[config.mk]
export PLATFORM = sky130hd
export DESIGN_NAME = frame_csum_unit
export DESIGN_NICKNAME = d
export VERILOG_FILES = /design/src/rtl/fcsum_pkg.sv /design/src/rtl/fcsum_accum.sv /design/src/rtl/fcsum_err_cnt.sv /design/src/rtl/frame_csum_unit.sv
export SDC_FILE = /design/constraint.sdc
export NUM_CORES = 1
export LEC_CHECK = 0
export ABC_AREA = 1
export ABC_CLOCK_PERIOD_IN_PS = 2300
export CORE_ASPECT_RATIO = 0.7
export CORE_UTILIZATION = 30
export DETAILED_ROUTE_END_ITERATION = 7
export DONT_BUFFER_PORTS = 1
export GPL_TIMING_DRIVEN = 0
export RECOVER_POWER = 50
export SETUP_SLACK_MARGIN = 0.02
export SLEW_MARGIN = 10
export SYNTH_ARGS = -nofsm -noshare
export SYNTH_HDL_FRONTEND = slang
export SYNTH_SLANG_ARGS = --single-unit
[constraint.sdc]
create_clock -name clk -period 2.3 [get_ports clk]
set_input_delay 0 -clock clk [delete_from_list [all_inputs] [get_ports clk]]
set_output_delay 0 -clock clk [all_outputs]
set_load 0.05 [all_outputs]
[src/rtl/fcsum_pkg.sv]
package fcsum_pkg;
  localparam int BYTE_W = 8;

  // one link of the carry chain: {carry_out, sum}
  function automatic logic [BYTE_W:0] csum_step(input logic [BYTE_W-1:0] acc,
                                                input logic [BYTE_W-1:0] b,
                                                input logic cin);
    return {1'b0, acc} + {1'b0, b} + {{BYTE_W{1'b0}}, cin};
  endfunction

  // saturating increment
  function automatic logic [31:0] sat_inc(input logic [31:0] v, input logic [31:0] top);
    return (v == top) ? v : v + 32'd1;
  endfunction
endpackage

[src/rtl/fcsum_accum.sv]
module fcsum_accum
  import fcsum_pkg::*;
#(
  parameter int SLOT_W    = 8,
  parameter int SYNC_SLOT = 0
) (
  input  logic              clk,
  input  logic              rst_n,
  input  logic              vld,
  input  logic [SLOT_W-1:0] slot,
  input  logic [BYTE_W-1:0] din,
  output logic [BYTE_W-1:0] held,
  output logic              held_ok
);
  localparam logic [SLOT_W-1:0] SYNC_ID = SLOT_W'(SYNC_SLOT);

  logic [BYTE_W-1:0] acc;
  logic              cy;
  logic [BYTE_W:0]   nxt;
  logic              sync_ev;
  logic              add_ev;

  assign sync_ev = vld && (slot == SYNC_ID);
  assign add_ev  = vld && (slot != SYNC_ID);
  assign nxt     = csum_step(acc, din, cy);

  always_ff @(posedge clk) begin
    if (!rst_n) begin
      acc     <= '0;
      cy      <= 1'b0;
      held    <= '0;
      held_ok <= 1'b0;
    end else if (sync_ev) begin
      held    <= acc;
      held_ok <= 1'b1;
      acc     <= '0;
      cy      <= 1'b0;
    end else if (add_ev) begin
      acc <= nxt[BYTE_W-1:0];
      cy  <= nxt[BYTE_W];
    end
  end


  sync_clear_chk: assert property (@(posedge clk) disable iff (!rst_n)
    sync_ev |=> (acc == '0) && !cy);

  held_capture_chk: assert property (@(posedge clk) disable iff (!rst_n)
    sync_ev |=> held == $past(acc));

  held_stable_chk: assert property (@(posedge clk) disable iff (!rst_n)
    !sync_ev |=> $stable(held));

  idle_hold_chk: assert property (@(posedge clk) disable iff (!rst_n)
    !vld |=> $stable(acc) && $stable(cy));
endmodule

[src/rtl/fcsum_err_cnt.sv]
module fcsum_err_cnt
  import fcsum_pkg::*;
#(
  parameter int CNT_W = 16
) (
  input  logic             clk,
  input  logic             rst_n,
  input  logic             bump,
  output logic [CNT_W-1:0] cnt
);
  localparam logic [CNT_W-1:0] TOP = {CNT_W{1'b1}};

  always_ff @(posedge clk) begin
    if (!rst_n)   cnt <= '0;
    else if (bump) cnt <= CNT_W'(sat_inc(32'(cnt), 32'(TOP)));
  end


  cnt_sat_chk: assert property (@(posedge clk) disable iff (!rst_n)
    (cnt == TOP) |=> (cnt == TOP));

  cnt_quiet_chk: assert property (@(posedge clk) disable iff (!rst_n)
    !bump |=> $stable(cnt));

  cnt_mono_chk: assert property (@(posedge clk) disable iff (!rst_n)
    bump |=> cnt >= $past(cnt));
endmodule

[src/rtl/frame_csum_unit.sv]
module frame_csum_unit
  import fcsum_pkg::*;
#(
  parameter int SLOT_W    = 8,
  parameter int SYNC_SLOT = 0,
  parameter int CSUM_SLOT = 16,
  parameter int CNT_W     = 16
) (
  input  logic                 clk,
  input  logic                 rst_n,
  input  logic                 slot_vld,
  input  logic [SLOT_W-1:0]    slot_num,
  input  logic [BYTE_W-1:0]    slot_byte,
  input  logic                 frame_locked,
  output logic [BYTE_W-1:0]    csum_out,
  output logic [CNT_W/2-1:0]   err_hi,
  output logic [CNT_W/2-1:0]   err_lo
);
  localparam int HALF = CNT_W / 2;
  localparam logic [SLOT_W-1:0] CSUM_ID = SLOT_W'(CSUM_SLOT);

  logic             held_ok;
  logic             csum_slot_ev;
  logic             mism_ev;
  logic [CNT_W-1:0] err_cnt;

  fcsum_accum #(.SLOT_W(SLOT_W), .SYNC_SLOT(SYNC_SLOT)) accum_i (
    .clk(clk), .rst_n(rst_n), .vld(slot_vld), .slot(slot_num),
    .din(slot_byte), .held(csum_out), .held_ok(held_ok)
  );

  assign csum_slot_ev = slot_vld && (slot_num == CSUM_ID);
  assign mism_ev      = csum_slot_ev && held_ok && frame_locked && (slot_byte != csum_out);

  fcsum_err_cnt #(.CNT_W(CNT_W)) cnt_i (
    .clk(clk), .rst_n(rst_n), .bump(mism_ev), .cnt(err_cnt)
  );

  assign err_hi = err_cnt[CNT_W-1:HALF];
  assign err_lo = err_cnt[HALF-1:0];


  unlocked_quiet_chk: assert property (@(posedge clk) disable iff (!rst_n)
    !frame_locked |=> $stable(err_cnt));

  no_ref_quiet_chk: assert property (@(posedge clk) disable iff (!rst_n)
    !held_ok |=> $stable(err_cnt));
endmodule

==> flow_metrics.tcl, run 1 <==
set metrics [dict create \
    swShare 0.275 \
    cp_max_fo 10 \
    status "finished, final reports clean" \
    synthesis.area_mm2 0.00222 \
    io_pins 44 \
    coreArea_mm2 0.00694 \
    ys_ff_latch 34 \
    path_clk_slew_ps 60 \
    synth-main-ff-cell "dfxtp_1" \
    postRouteWirelength_um 5720 \
    tightest_slew_ps 649 \
    worstHoldPathCells 4 \
    layout-drive-gt1-share 0.0646 \
    power.internal_mw 0.910 \
    worstReg2RegStart "cnt_i.cnt[3]" \
    cts_sinks 34 \
    ys_seq_area_frac 0.307 \
    synth.distinct_cells 26 \
    fin_nets 387 \
    fin_setup_tns_ps 0 \
    drc 0 \
    vdd_ir_drop_max_mv 0.207 \
    route.antenna.remaining_nets 0 \
    min-delay-start "frame_locked" \
    maxSlewViolCount 0 \
    place_congestion 0.858 \
    rows 25 \
    die_w_um 105 \
    setup_ws_ps 363 \
    antenna_found_initial 0 \
    final.min_clock_period_ps 1940 \
    yosys.area_share.simple 0.360 \
    endpoint_kind "register" \
    r2r_cells 7 \
    period_share 0.842 \
    avgRoutedWirePerCell_um 12.7 \
    crit_arrival_ps 2150 \
    r2r_slack_ps 360 \
    slew_headroom 0.567 \
    critPathKind "reg -> reg" \
    setup_viol 0 \
    synthCells 349 \
    netlist.area_leader.share 0.307 \
    synth_adder_area_share 0.0632 \
    synth-compound-area-share 0.113 \
    powerDensity_mw_per_mm2 517 \
    final_hold_viol_count 0 \
    p_leak_nw 1.04 \
    pwr-share-clk 0.355 \
    pre_cts_ws_ps 155 \
    grt_max_degree 11 \
    cts_buffer_depth 2 \
    synth.avg_cell_area_um2 6.36 \
    dp_hpwl_um 4350 \
    cts_tree "built" \
    grt.total_usage 0.151 \
    r2r-end "cnt_i.cnt[2]" \
    portBuffers 0 \
    pwr-share-comb 0.151 \
    synth_top_area_cell "dfxtp_1" \
    hold_path.class "in -> reg" \
    power.switching_mw 0.345 \
    synthToLayoutAreaGrowth_pct 9.53 \
    first_pass_iters 4 \
    ys_warn_count 0 \
    holdPathEnd "cnt_i.cnt[0]" \
    dieArea_mm2 0.00775 \
    ys_top_cells_by_area "dfxtp_1, nand2_1, inv_1" \
    synth_enable_flop_cells 0 \
    regArea_um2 683 \
    synth.area.mux_share 0 \
    grt_pass1_wl_um 9000 \
    grt_pass1_vias 1822 \
    cts_made_buffers 5 \
    avgViaCountPerCell 4.69 \
    rsz0062_at_grt "no" \
    skew_ps 4.38 \
    max_freq_ghz 0.516 \
    crit_required_ps 2510 \
    async_reset_ff_frac 0 \
    h-tree-depth 2 \
    multi_input_area_mm2 0.00130 \
    die_y_um 73.9 \
    seqPwrFrac 0.495 \
    num_vias 2111 \
    start_kind "register" \
    synth_xor_area_frac 0.0513 \
    nFillCells 782 \
    synthesis.nets 379 \
    synth_top_family_by_area "simple AND/OR/NAND/NOR gates" \
    grt_overflow 0 \
    drt-initial-drc-count 117 \
    clkLatencyLatePin_ps 290 \
    initial_core_util 0.319 \
    root_buffer "clkbuf_8" \
    drv_cap 0 \
    n_antenna_cell 0 \
]
-- stage by stage --
step	area [µm²]	utilization	hold slack, ps	cells	total power, mW
finish	2430	0.350	48.8	450	1.26
global route	2430	0.350	70.6	450	1.33
CTS	2430	0.350	46.1	450	1.27
detailed placement	2340	0.336	181	443	0.815
global placement	2340	0.336	181	443	0.811
floorplan	2220	-	138	349	0.777
-- critical path: stages (launching register included) --
cell and delay [ps]:
dfxtp_1 720, nand3_1 290, inv_1 170, nand4_2 180, nand3_2 160, buf_6 150
nand2_1 50, a21oi_1 140
-- logic make-up after synthesis --
family | Yosys count
DFF | 34
and+or+nand+nor | 188
adders and majority gates | 10
buffers and inverters | 57
xor gates and xnor gates | 13
AOI/OAI and AO/OA | 47
-- power groups by stage --
stage,Clock (mW),Sequential (mW),Combinational [mW]
after detailed placement,0,0.634,0.181
after global placement,0,0.634,0.177
after floorplan,0,0.631,0.145
after global routing,0.485,0.624,0.216
final,0.446,0.621,0.189
after CTS,0.467,0.621,0.186
-- layout by cell type (no fill, tap or decap), types with 2 or more instances in the layout --
cell type	instances
a211oi_1	3
a21oi_1	28
buf_2	3
buf_6	2
clkbuf_1	3
clkbuf_8	6
dfxtp_1	32
dfxtp_2	2
fa_1	2
ha_1	8
inv_1	48
nand2_1	103
nand3_1	24
nand4_1	2
nand4_2	2
nor2_1	46
nor2_2	4
nor3_1	4
o21ai_0	13
xnor2_1	8
xor2_1	5
-- worst max-delay path by stage --
| stage | from | end | slack [ps] |
|---|---|---|---|
| finish | cnt_i.cnt[3] | cnt_i.cnt[2] | 360 |
| global route | cnt_i.cnt[13] | cnt_i.cnt[3] | 190 |
| CTS | cnt_i.cnt[0] | cnt_i.cnt[2] | 140 |
| detailed placement | cnt_i.cnt[0] | cnt_i.cnt[2] | 160 |
| global placement | cnt_i.cnt[0] | cnt_i.cnt[2] | 220 |
| floorplan | cnt_i.cnt[0] | cnt_i.cnt[11] | 480 |
-- routing by layer --
metal | track usage | vias to the layer above | share of wire
met5 | 0 | - | 0
met4 | 0.0610 | 0 | 0.013
met3 | 0.0368 | 7 | 0.072
met2 | 0.221 | 66 | 0.40
met1 | 0.214 | 926 | 0.51
li1 | - | 1112 | -
-- registers in the layout, summed over array words and instances (netlist names) --
signal / flops
accum_i.cy: 1
accum_i.held: 8
accum_i.held_ok: 1
accum_i.acc: 8
cnt_i.cnt: 16
-- final cells by class --
type                    instances  share of cell area
flip-flops and latches         34               0.281
plain buffers                   8              0.0201
clock buffers                   6              0.0340
repair buffers                  1             0.00412
multi-input cells             258               0.537
inverters                      49              0.0757
well taps                      94              0.0484
-- synthesized netlist by cell type (4+ instances only) --
library cell and instances:
xor2_1 5, inv_1 48, buf_2 4, ha_1 8
nand3_1 24, nor2_2 4, nor3_1 4, o21ai_0 13
dfxtp_1 34, nor2_1 46, xnor2_1 8, a21oi_1 28
nand2_1 103
-- what timing repair did --
item                                    in CTS  in global routing
gates resized for setup                      0                  2
hold endpoints to repair                     6                  0
endpoints found under the setup margin       0                  1
setup buffers                                0                  0
hold buffers                                 1                  0
Note: power is estimated with default switching activity, not from simulation.
==> run 2, diff against run 1 <==
ABC_CLOCK_PERIOD_IN_PS = 2000   (was 2300)
clock period = 2 ns   (was 2.3 ns; I/O delays follow)
==> flow_metrics.tcl, run 2 (synthesized netlist as in run 1, its figures left out) <==
set metrics [dict create \
    final_cell_mix "nand2_1, inv_1, nor2_1, a21oi_1, nand3_1" \
    grt_pass1_vias 1838 \
    route.antenna.remaining_nets 0 \
    fin_nets 387 \
    grt.total_usage 0.152 \
    final.min_clock_period_ps 1860 \
    endpoint_kind "register" \
    cts_buffer_depth 2 \
    die_w_um 105 \
    grt_overflow 0 \
    first_pass_iters 4 \
    avgViaCountPerCell 4.69 \
    nFillCells 786 \
    num_vias 2111 \
    reg_top3 "cnt_i.cnt x16, accum_i.acc x8, accum_i.held x8" \
    cts_sinks 34 \
    top_register "cnt_i.cnt" \
    crit_required_ps 2200 \
    rows 25 \
    synthToLayoutAreaGrowth_pct 11.2 \
    tightest_slew_ps 622 \
    dp_hpwl_um 4350 \
    vdd_ir_drop_max_mv 0.239 \
    hold_path.class "in -> reg" \
    portBuffers 0 \
    grt_max_degree 11 \
    avgRoutedWirePerCell_um 12.8 \
    maxSlewViolCount 0 \
    h-tree-depth 2 \
    finalPower_mw 1.45 \
    rsz0062_at_grt "yes" \
    final_hold_viol_count 0 \
    period_share 0.929 \
    final_common_cell "nand2_1" \
    io_pins 44 \
    place_congestion 0.858 \
    n_antenna_cell 0 \
    postRouteWirelength_um 5760 \
    dpl_cell_area_mm2 0.00234 \
    max_freq_ghz 0.538 \
    drc 0 \
    coreArea_mm2 0.00694 \
    slew_headroom 0.585 \
    cts_made_buffers 5 \
    cts_tree "built" \
    cp_slowest_cell "dfxtp_1" \
    largest_register_ffs 16 \
    dieArea_mm2 0.00775 \
    cp_max_fo 10 \
    cts_setup_buffers 0 \
    path_clk_slew_ps 60 \
    crit_arrival_ps 2060 \
    root_buffer "clkbuf_8" \
    powerDensity_mw_per_mm2 587 \
    initial_core_util 0.319 \
    antenna_found_initial 0 \
    p_leak_nw 1.05 \
    die_y_um 73.9 \
    critPathKind "reg -> reg" \
    drt-initial-drc-count 101 \
    setup_viol 0 \
    cpPeakStageDelay_ps 700 \
    layout-drive-gt1-share 0.126 \
    status "finished, final reports clean" \
    drv_cap 0 \
    grt_pass1_wl_um 9050 \
    skew_ps 6.15 \
    path_cells "inv_2 > nor3_4 > nand4_2 > nand3_2 > buf_6 > nand2_1 > a21oi_1" \
    final_cell_area_mm2 0.00247 \
    clkLatencyLatePin_ps 290 \
    start_kind "register" \
]
run 2: changes by cell type in the layout (fill, tap and decap cells not counted):
cell     previous run  this run
dfxtp_1            32        13
dfxtp_2             2        19
dfxtp_4             0         2
a21oi_1            28        27
a21oi_2             0         1
fa_1                2         1
fa_2                0         1
nand2_1           103       102
nand2_2             0         1
o21ai_0            13        12
o21ai_1             0         1
run 2: final timing paths:
path / start / end / slack [ps] / cells past startpoint
max: cnt_i.cnt[15] / cnt_i.cnt[3] / 140 / 7
min: frame_locked / cnt_i.cnt[0] / 50 / 4
max reg2reg: cnt_i.cnt[15] / cnt_i.cnt[3] / 140 / 7
min reg2reg: accum_i.acc[0] / accum_i.acc[0] / 500 / 2
run 2: per-layer routing:
layer	global-route usage	wire length, µm
met1	0.214	2920
met2	0.224	2340
met3	0.0368	423
met4	0.0610	76
met5	0	0
run 2: power breakdown:
part	switching, mW	internal (mW)
Combinational	0.136	0.0858
Sequential	0.0169	0.695
Clock	0.250	0.266
run 2: worst max-delay path, delay by kind of cell (launching register included):
kind,cells,cell delay [ps]
AOI/OAI and AO/OA,1,130
buffers and inverters,2,270
DFF,1,700
and+or+nand+nor,4,660
run 2: area by class of cell:
type / count / area, µm² / share of cell area
Buffer: 8 / 48.8 / 0.0198
Tap cell: 94 / 118 / 0.0477
Multi-Input combinational cell: 258 / 1310 / 0.532
Inverter: 49 / 184 / 0.0745
Timing Repair Buffer: 1 / 10.0 / 0.00406
Clock buffer: 6 / 82.6 / 0.0335
Sequential cell: 34 / 712 / 0.289
run 2: timing repair:
item	4_1_cts	5_1_grt
hold endpoints to repair	6	0
cloned	0	0
pin swaps	0	1
endpoints found under the setup margin	15	14
hold buffers	1	0
gates resized for setup	2	25
run 2: through the flow:
stage | worst slack [ps] | hold slack [ps] | std cells | TNS, ps | util
final | 141 | 46.1 | 450 | 0 | 0.355
after floorplan | 178 | 138 | 349 | 0 | -
after CTS | 22.8 | 43.0 | 450 | 0 | 0.350
after global placement | -82.4 | 181 | 443 | -780 | 0.336
after global routing | 10.5 | 69.2 | 450 | 0 | 0.355
after detailed placement | -145 | 181 | 443 | -1440 | 0.336
